--- config.mk ---
export PLATFORM = sky130hd
export DESIGN_NAME = clkgen_sync
export DESIGN_NICKNAME = d
export VERILOG_FILES = /design/src/rtl/clkgen_sync_pkg.sv /design/src/rtl/clkgen_sync_fsm.sv /design/src/rtl/clkgen_sync_phase.sv /design/src/rtl/clkgen_sync_duty.sv /design/src/rtl/clkgen_sync.sv
export SDC_FILE = /design/constraint.sdc
export NUM_CORES = 1
export LEC_CHECK = 0
export CAP_MARGIN = 10
export CORE_MARGIN = 3
export CORE_UTILIZATION = 25
export CTS_CLUSTER_DIAMETER = 60
export CTS_CLUSTER_SIZE = 40
export DETAILED_ROUTE_END_ITERATION = 16
export MAX_ROUTING_LAYER = met4
export SLEW_MARGIN = 20
export SYNTH_ARGS = -nofsm -noshare
export SYNTH_HDL_FRONTEND = slang
export SYNTH_SLANG_ARGS = --single-unit
--- constraint.sdc ---
create_clock -name clk_i -period 1.7 [get_ports clk_i]
set_input_delay 0.34 -clock clk_i [delete_from_list [all_inputs] [get_ports clk_i]]
set_output_delay 0.34 -clock clk_i [all_outputs]
set_load 0.05 [all_outputs]
--- src/rtl/clkgen_sync_pkg.sv ---
package clkgen_sync_pkg;
    typedef enum logic [1:0] {
        ST_HOLD = 2'd0,
        ST_ARM  = 2'd1,
        ST_RUN  = 2'd2
    } cg_state_e;
endpackage

--- src/rtl/clkgen_sync_fsm.sv ---
module clkgen_sync_fsm
    import clkgen_sync_pkg::*;
#(
    parameter int DLY_CYC = 8
) (
    input  logic      clk_i,
    input  logic      rst_i,
    input  logic      master_i,
    input  logic      sclk_i,
    output cg_state_e state_o,
    output logic      adv_o,
    output logic      sclk_o
);
    localparam int CW = $clog2(DLY_CYC + 1);

    cg_state_e state_q, state_d;
    logic [CW-1:0] cnt_q;
    logic          sclk_q;
    logic          sin_q;
    logic          sin_rise;

    assign sin_rise = sclk_i & ~sin_q;

    always_comb begin
        state_d = state_q;
        unique case (state_q)
            ST_HOLD: if (cnt_q == CW'(DLY_CYC)) state_d = ST_RUN;  // DELAY_DONE
            ST_ARM:  if (sin_rise) state_d = ST_RUN;               // EDGE_SEEN
            ST_RUN:  state_d = ST_RUN;
            default: state_d = ST_HOLD;
        endcase
    end

    // State register
    always_ff @(posedge clk_i) begin
        if (rst_i) state_q <= master_i ? ST_HOLD : ST_ARM;
        else       state_q <= state_d;
    end

    // Registered outputs: delay counter, companion clock, input history
    always_ff @(posedge clk_i) begin
        if (rst_i) begin
            cnt_q  <= '0;
            sclk_q <= 1'b0;
            sin_q  <= 1'b1;
        end else begin
            sin_q <= sclk_i;
            if (state_q == ST_HOLD && cnt_q != CW'(DLY_CYC))
                cnt_q <= cnt_q + 1'b1;
            if (master_i) begin
                if (state_q == ST_HOLD && state_d == ST_RUN) sclk_q <= 1'b1;
                else if (state_q == ST_RUN)                  sclk_q <= ~sclk_q;
            end
        end
    end

    assign adv_o   = (state_q == ST_HOLD) || (state_q == ST_RUN) ||
                     (state_q == ST_ARM && sin_rise);
    assign state_o = state_q;
    assign sclk_o  = sclk_q;
endmodule

--- src/rtl/clkgen_sync_phase.sv ---
module clkgen_sync_phase #(
    parameter int DIV     = 7,
    parameter int PRELOAD = 2,
    localparam int PW     = $clog2(DIV)
) (
    input  logic          clk_i,
    input  logic          rst_i,
    input  logic          master_i,
    input  logic          adv_i,
    output logic [PW-1:0] phase_o,
    output logic [PW-1:0] phase_nxt_o
);
    logic [PW-1:0] phase_q;

    always_comb begin
        phase_nxt_o = phase_q;
        if (adv_i) phase_nxt_o = (phase_q == PW'(DIV - 1)) ? '0 : phase_q + 1'b1;
    end

    always_ff @(posedge clk_i) begin
        if (rst_i) phase_q <= master_i ? '0 : PW'(PRELOAD);
        else       phase_q <= phase_nxt_o;
    end

    assign phase_o = phase_q;
endmodule

--- src/rtl/clkgen_sync_duty.sv ---
module clkgen_sync_duty #(
    parameter int DIV      = 7,
    localparam int PW      = $clog2(DIV),
    localparam int HI_PH   = (DIV + 1) / 2
) (
    input  logic          clk_i,
    input  logic          rst_i,
    input  logic          en_i,
    input  logic [PW-1:0] phase_nxt_i,
    output logic          samp_o
);
    logic hi_q;

    always_ff @(posedge clk_i) begin
        if (rst_i) hi_q <= 1'b0;
        else       hi_q <= en_i && (phase_nxt_i < PW'(HI_PH));
    end

    generate
        if (DIV % 2 == 1) begin : g_odd
            logic lo_q;
            // Half-cycle delayed copy trims the high time by half a cycle
            always_ff @(negedge clk_i) lo_q <= hi_q;
            assign samp_o = hi_q & lo_q;
        end else begin : g_even
            assign samp_o = hi_q;
        end
    endgenerate
endmodule

--- src/rtl/clkgen_sync.sv ---
module clkgen_sync
    import clkgen_sync_pkg::*;
#(
    parameter int DIV     = 7,
    parameter int DLY_CYC = 8,
    localparam int PW     = $clog2(DIV)
) (
    input  logic          clk_i,
    input  logic          rst_i,
    input  logic          master_i,
    input  logic          sclk_i,
    output logic          samp_clk_o,
    output logic          sclk_o,
    output logic          sclk_oe_o,
    output logic [PW-1:0] phase_o,
    output logic          locked_o
);
    localparam int PRELOAD = (DLY_CYC + 1) % DIV;

    cg_state_e     state;
    logic          adv;
    logic          sclk_int;
    logic [PW-1:0] phase_nxt;

    clkgen_sync_fsm #(.DLY_CYC(DLY_CYC)) u_fsm (
        .clk_i    (clk_i),
        .rst_i    (rst_i),
        .master_i (master_i),
        .sclk_i   (sclk_i),
        .state_o  (state),
        .adv_o    (adv),
        .sclk_o   (sclk_int)
    );

    clkgen_sync_phase #(.DIV(DIV), .PRELOAD(PRELOAD)) u_phase (
        .clk_i       (clk_i),
        .rst_i       (rst_i),
        .master_i    (master_i),
        .adv_i       (adv),
        .phase_o     (phase_o),
        .phase_nxt_o (phase_nxt)
    );

    clkgen_sync_duty #(.DIV(DIV)) u_duty (
        .clk_i       (clk_i),
        .rst_i       (rst_i),
        .en_i        (master_i),
        .phase_nxt_i (phase_nxt),
        .samp_o      (samp_clk_o)
    );

    assign sclk_o    = sclk_int & master_i;
    assign sclk_oe_o = master_i;
    assign locked_o  = (state == ST_RUN);
endmodule

## Yosys cells after proc, flatten, opt, wreduce, memory -nomap -nowiden

Index checks and enable logic that the tools add are counted.

| operators by class | value |
|---|---|
| bitwise gates (word level) | 5 |
| $add $sub $neg | 2 |
| eq/ne operators | 6 |
| order comparisons | 1 |
| reduce and logical (&&, ||, !) cells | 9 |
| multiplexer cells | 11 |

Operators by type and width:

| cell | number |
|---|---|
| 2-to-1 mux 3 bit | 3 |
| 2-to-1 mux 2 bit | 4 |
| one-hot mux 2 bit (3 select lines) | 1 |
| adder 4 x 1 -> 4 bit (second input constant) | 1 |
| equality test 2 bit (second input constant) | 2 |
| equality test 4 bit (second input constant) | 1 |
| logical AND 1 bit | 4 |
| inequality test 4 bit (second input constant) | 1 |
| adder 3 x 1 -> 3 bit (second input constant) | 1 |
| bitwise AND 1 bit | 3 |
| equality test 3 bit (second input constant) | 1 |
| < comparator 3 bit (second input constant) | 1 |
| 2-to-1 mux 1 bit | 3 |
| equality test 2 x 1 -> 1 bit (second input constant) | 1 |
| zero test 2 bit | 1 |
| logical OR 1 bit | 2 |
| inverter 1 bit | 2 |
| AND reduction 2 bit | 1 |
| nonzero test 2 bit | 1 |

| storage, ports and cells | value |
|---|---|
| output and inout bits | 7 |
| register bits after elaboration | 13 |
| bits of input ports | 4 |

## Logic depth before layout (Yosys ltp)

Gate-level depths: netlist of run 1.

| logic depth | value |
|---|---|
| depth after elaboration | 8 |
| gate-level depth with buffers | 5 |

## Modules after synthesis

Synthesis of run 1 repeated with hierarchy kept, for this count alone.

| second synthesis, totals | value |
|---|---|
| cell total of the unflattened synthesis | 66 |
| area, all modules | 629.4 um^2 |

Modules (own cells, without submodules):

| module | area an instance (um^2) | cells an instance | times used |
|---|---|---|---|
| clkgen_sync_fsm | 386.6 | 40 | 1 |
| clkgen_sync_phase | 152.6 | 18 | 1 |
| clkgen_sync_duty | 62.6 | 5 | 1 |
| clkgen_sync | 27.5 | 3 | 1 |

==> metrics, run 1 <==
CTS tree yes; Post-Route WL 1197 µm; H-tree lvl count 1; r2r setup slk 190 ps; max-cap violation count 0; biggest area consumer among synthesized cells dfxtp_1; Syn Inst Count 65; endpoints failing setup 1; DR pass1 iterations 3; Die ar. 3167 µm²; Worst Path Arrival 1750 ps; Antenna Nets Post-Route 0; EDFF count, synth 2; WP data required 1360 ps; cell family with most CP delay flip-flops; leakage power 0.3361 nW; Post-Syn Area 631.9 µm²; die width 56.28 µm; Die H 56.28 µm; row count 17; total gr overflow 0; diode count 0; Startpoint Class flip-flop; Area Growth Syn to Fin 32.48%; CP max stage delay 300 ps; pwr dens 915.3 nW/µm²; # port buffers 10; Setup WS post-layout -388.2 ps; Tightest Hold Check Type flip-flop to flip-flop; DR WL/cell 11.19 µm; first-pass GRT wire length 2152 µm; post-synthesis register bit count 13; DRC 0; antenna violations before repair 0; share of cells above drive strength 1 29.11%; CP max-delay cell dfxtp_2; Max Root-Sink Buffers 2; share of the yosys chip area belonging to registers 44.36%; vias per cell 4.710; hpwl dp 962.8 µm; Critical R2R Capture u_fsm.cnt_q[0]; RSZ-0062 raised after global routing yes; Multi-input gate area 305.3 µm²; sequential group share of total power 49.6%; most common cell in the synthesized netlist dfxtp_1; Synth area leaders dfxtp_1, edfxtp_1, inv_1; Synth Flop Type dfxtp_1; # nets final 86; skew final 57.04 ps; number of post-CTS setup repair buffers 0; vias in the first global route 502; Hold-fix buffers, CTS 0; critical path cell sequence and2_4 -> buf_12; Hold WS 485.8 ps; post-synth top area share 34.85%; First DRT Iteration DRCs 2; clock slew at reported path FFs 90 ps; IO Pins 11; clock latency at the later pin of the worst-skew pair 330 ps; largest net degree at the start of global routing 11; outcome finished, violations left; violated checks negative setup slack; Internal Power 0.5241 mW; Worst-Margin Slew 302.1 ps; fillers 254; WS Path Type flip-flop to output pin; Final GP Congestion 0.7159; Rel. slew slack 79.58%; global-route usage over all layers 8.829%; yosys warns 0; Placeable Area 2297 µm²; kind of end point of the critical path output pin; FF-to-FF Start u_fsm.cnt_q[0]; Max FO, Critical Path 1; Num CTS Buffers 3; CP startpoint u_duty.g_odd.lo_q; Reg area 281.5 µm²; TritonCTS Sinks 13; CP Buf/Inv Count 1; Crit path depth 2; Root Driver clkbuf_4; Setup crit end samp_clk_o; async set-reset flop share out of synthesis 0%; max-slew violation count 0; Switching Fraction 31.60%; Commonest cells post-synth dfxtp_1, inv_1, nor2_1; per-instance average area after synthesis 9.721 µm²; post-synthesis cell type count 34; NetSw 0.2421 mW; peak supply drop 0.0003323 V; Starting Density 27.51%; Post-Syn Nets 71; dpl cells 103; cells on worst reg2reg path 5; Setup TNS -388.2 ps; Final Instance Count excl. Fillers 107; via count 504; Clock power frac 26.3%; logic gate share of total power 24.1%; Final Hold Viols 0
## worst min path at each step
stage / start / end / slack [ps] / cells after the start
4_1_cts: u_fsm.cnt_q[3] / u_fsm.cnt_q[3] / 490 / 2
2_1_floorplan: sclk_i / u_fsm.sin_q / 440 / 1
5_1_grt: u_fsm.cnt_q[3] / u_fsm.cnt_q[3] / 500 / 2
3_5_place_dp: u_fsm.cnt_q[3] / u_fsm.cnt_q[3] / 480 / 2
3_3_place_gp: u_fsm.cnt_q[3] / u_fsm.cnt_q[3] / 460 / 2
6_report: u_fsm.cnt_q[3] / u_fsm.cnt_q[3] / 490 / 2
## worst reg2reg max path: cells and delay by family, from the launching register on
family,cells,cell delay [ps]
adder cells (fa/ha/maj),1,200
buffers and inverters,1,80
flip-flops,1,380
multiplexers,1,350
AND/OR/NAND/NOR,2,400
## cell usage in the layout, fill, tap and decap left out, types with 3 or more instances in the layout
| master | count |
|---|---|
| dfxtp_1 | 10 |
| buf_12 | 4 |
| buf_4 | 7 |
| inv_1 | 7 |
| nor2b_1 | 3 |
| clkdlybuf4s50_1 | 3 |
| nor2_1 | 4 |
| a21oi_1 | 3 |
| nand2b_1 | 3 |
| clkbuf_4 | 3 |
## per-stage QoR
step | utilization [%] | total power [mW] | cell area (µm²) | worst slack [ps]
after floorplan | - | 0.5122 | 634.4 | 7.987
after global placement | 35.02 | 0.5769 | 804.5 | -43.33
after detailed placement | 35.02 | 0.5804 | 804.5 | -80.08
after CTS | 36.17 | 0.7784 | 830.8 | -394.2
after global routing | 36.44 | 0.8152 | 837.1 | -417.0
final | 36.44 | 0.7661 | 837.1 | -388.2
## timing repair
item,CTS,global route
pin swaps,0,0
gates resized for setup,0,2
endpoints found under the setup margin,1,2
endpoints found under the hold margin,0,0
## power groups by stage
stage / sequential (mW) / combinational, mW / clock, mW
final: 0.380 / 0.184 / 0.202
after global placement: 0.386 / 0.183 / 0.00736
after CTS: 0.380 / 0.187 / 0.212
after detailed placement: 0.387 / 0.186 / 0.00736
after global routing: 0.389 / 0.200 / 0.226
after floorplan: 0.404 / 0.100 / 0.00736
## per-layer routing
layer,vias up,part of all wire [%],global-route usage (%),wire length [µm]
li1,255,-,-,-
met1,238,44,10.12,530
met5,-,0,-,0
met2,9,49,13.86,586
met3,2,5.8,2.989,69
met4,0,0.84,4.068,10
## cell type report
class	count	area share (%)
multi-input cells	41	36.47
flip-flops and latches	13	33.63
repair buffers	14	19.43
well taps	28	4.185
clock buffers	4	3.139
inverters	6	2.691
clock inverters	1	0.4484
## flip-flops by register name, summed over array words and instances (netlist names)
signal	count
u_phase.phase_o	3
u_fsm.sclk_o	1
u_duty.hi_q	1
u_fsm.cnt_q	4
u_fsm.state_o	2
u_duty.g_odd.lo_q	1
u_fsm.sin_q	1
## logic make-up after synthesis
kind of cell / share of synthesized area (%)
AND/OR/NAND/NOR: 23.96
flip-flops: 44.36
AO/OA/AOI/OAI: 14.26
buffers and inverters: 8.515
multiplexers: 4.950
adder cells (fa/ha/maj): 3.960
Note: power is estimated with default switching activity, not from simulation.
==> inputs of run 2 (changes only) <==
Settings changed: CORE_ASPECT_RATIO set to 1.4, SKIP_CTS_REPAIR_TIMING set to 1.
==> metrics, run 2 (synthesis gave the netlist of run 1 again) <==
outcome finished, violations left; violated checks negative setup slack; Die ar. 3175 µm²; CTS tree yes; vias in the first global route 504; Root Driver clkbuf_4; cell area after layout 864.6 µm²; RSZ-0062 raised after global routing yes; Rel. slew slack 77.32%; final total power 0.8325 mW; Final GP Congestion 0.7203; Starting Density 27.75%; Post-Route WL 1248 µm; Worst Path Arrival 1740 ps; Die H 65.49 µm; CP Buf/Inv Count 1; dpl cells 109; DR pass1 iterations 4; total gr overflow 0; Setup WS post-layout -384.0 ps; commonest non-fill, non-tap cell in the layout dfxtp_1; max reg flops 4; Startpoint Class flip-flop; first-pass GRT wire length 2235 µm; Tightest Hold Check Type flip-flop to flip-flop; clock slew at reported path FFs 80 ps; H-tree lvl count 1; Max Root-Sink Buffers 2; kind of end point of the critical path output pin; WP data required 1360 ps; leakage power 0.3525 nW; Num CTS Buffers 3; clock latency at the later pin of the worst-skew pair 330 ps; antenna violations before repair 0; Placed Area 818.3 µm²; Final Hold Viols 0; Antenna Nets Post-Route 0; CP max-delay cell dfxtp_2; Max FO, Critical Path 1; # nets final 87; DR WL/cell 11.04 µm; diode count 0; commonest non-fill, non-tap cells in the layout dfxtp_1, buf_4, inv_1; TritonCTS Sinks 13; endpoints failing setup 1; First DRT Iteration DRCs 5; CP max stage delay 300 ps; DRC 0; cell family with most CP delay flip-flops; Biggest register u_fsm.cnt_q; max-slew violation count 0; Worst-Margin Slew 339.8 ps; global-route usage over all layers 9.757%; die width 48.49 µm; share of cells above drive strength 1 31.25%; hpwl dp 954.1 µm; row count 20; skew final 57.68 ps; WS Path Type flip-flop to output pin; max-cap violation count 0; pwr dens 962.9 nW/µm²; # port buffers 10; via count 505; largest net degree at the start of global routing 11; Placeable Area 2277 µm²; IO Pins 11; Final Instance Count excl. Fillers 113; vias per cell 4.469; Area Growth Syn to Fin 36.83%; critical path cell sequence and2_4 -> buf_12; peak supply drop 0.0003142 V
[run 2: changes by cell type in the layout (fill, tap and decap cells not counted)]
cell and change:
buf_4 +1, bufinv_8 +1, clkbuf_1 -1
[run 2: worst min-delay path: cells and delay by family, from the launching register on]
kind / cells / cell delay (ps)
flops: 1 / 320
compound gates: 2 / 130
[run 2: layout make-up]
type	count	area [µm²]
multi-input combinational	41	305.3
sequential	13	281.5
clock inverter	2	21.27
clock buffer	3	22.52
fill	234	1413
inverter	6	22.52
tap	33	41.29
timing repair buffer	15	170.2
[run 2: power by group]
group	internal [mW]	switching [mW]	leakage, nW
Combinational	0.0870	0.0994	0.208
Sequential	0.344	0.0381	0.113
Clock	0.164	0.0994	0.0319
[run 2: final timing paths]
check        cells past startpoint        endpoint         startpoint  slack [ps]
min                              2  u_fsm.cnt_q[3]     u_fsm.cnt_q[3]         480
max reg2reg                      5  u_fsm.cnt_q[0]     u_fsm.cnt_q[0]         220
max                              2      samp_clk_o  u_duty.g_odd.lo_q        -380
min reg2reg                      2  u_fsm.cnt_q[3]     u_fsm.cnt_q[3]         480
[run 2: metrics by stage]
stage               setup TNS (ps)  hold slack, ps  worst slack (ps)  utilization (%)
finish                      -384.0           483.6            -384.0            37.97
global route                -420.9           501.1            -420.9            37.97
CTS                         -387.8           485.1            -387.8            37.69
detailed placement          -136.6           473.5            -96.45            35.93
global placement            -94.51           463.0            -53.09            35.93
floorplan                        0           443.8             7.987                -
[run 2: routing by layer]
metal / global-route usage [%] / part of all wire (%) / wire, µm
met5: - / 0 / 0
met4: 8.541 / 1.4 / 17
met3: 2.494 / 4.6 / 58
met2: 16.72 / 52 / 647
met1: 9.066 / 42 / 523
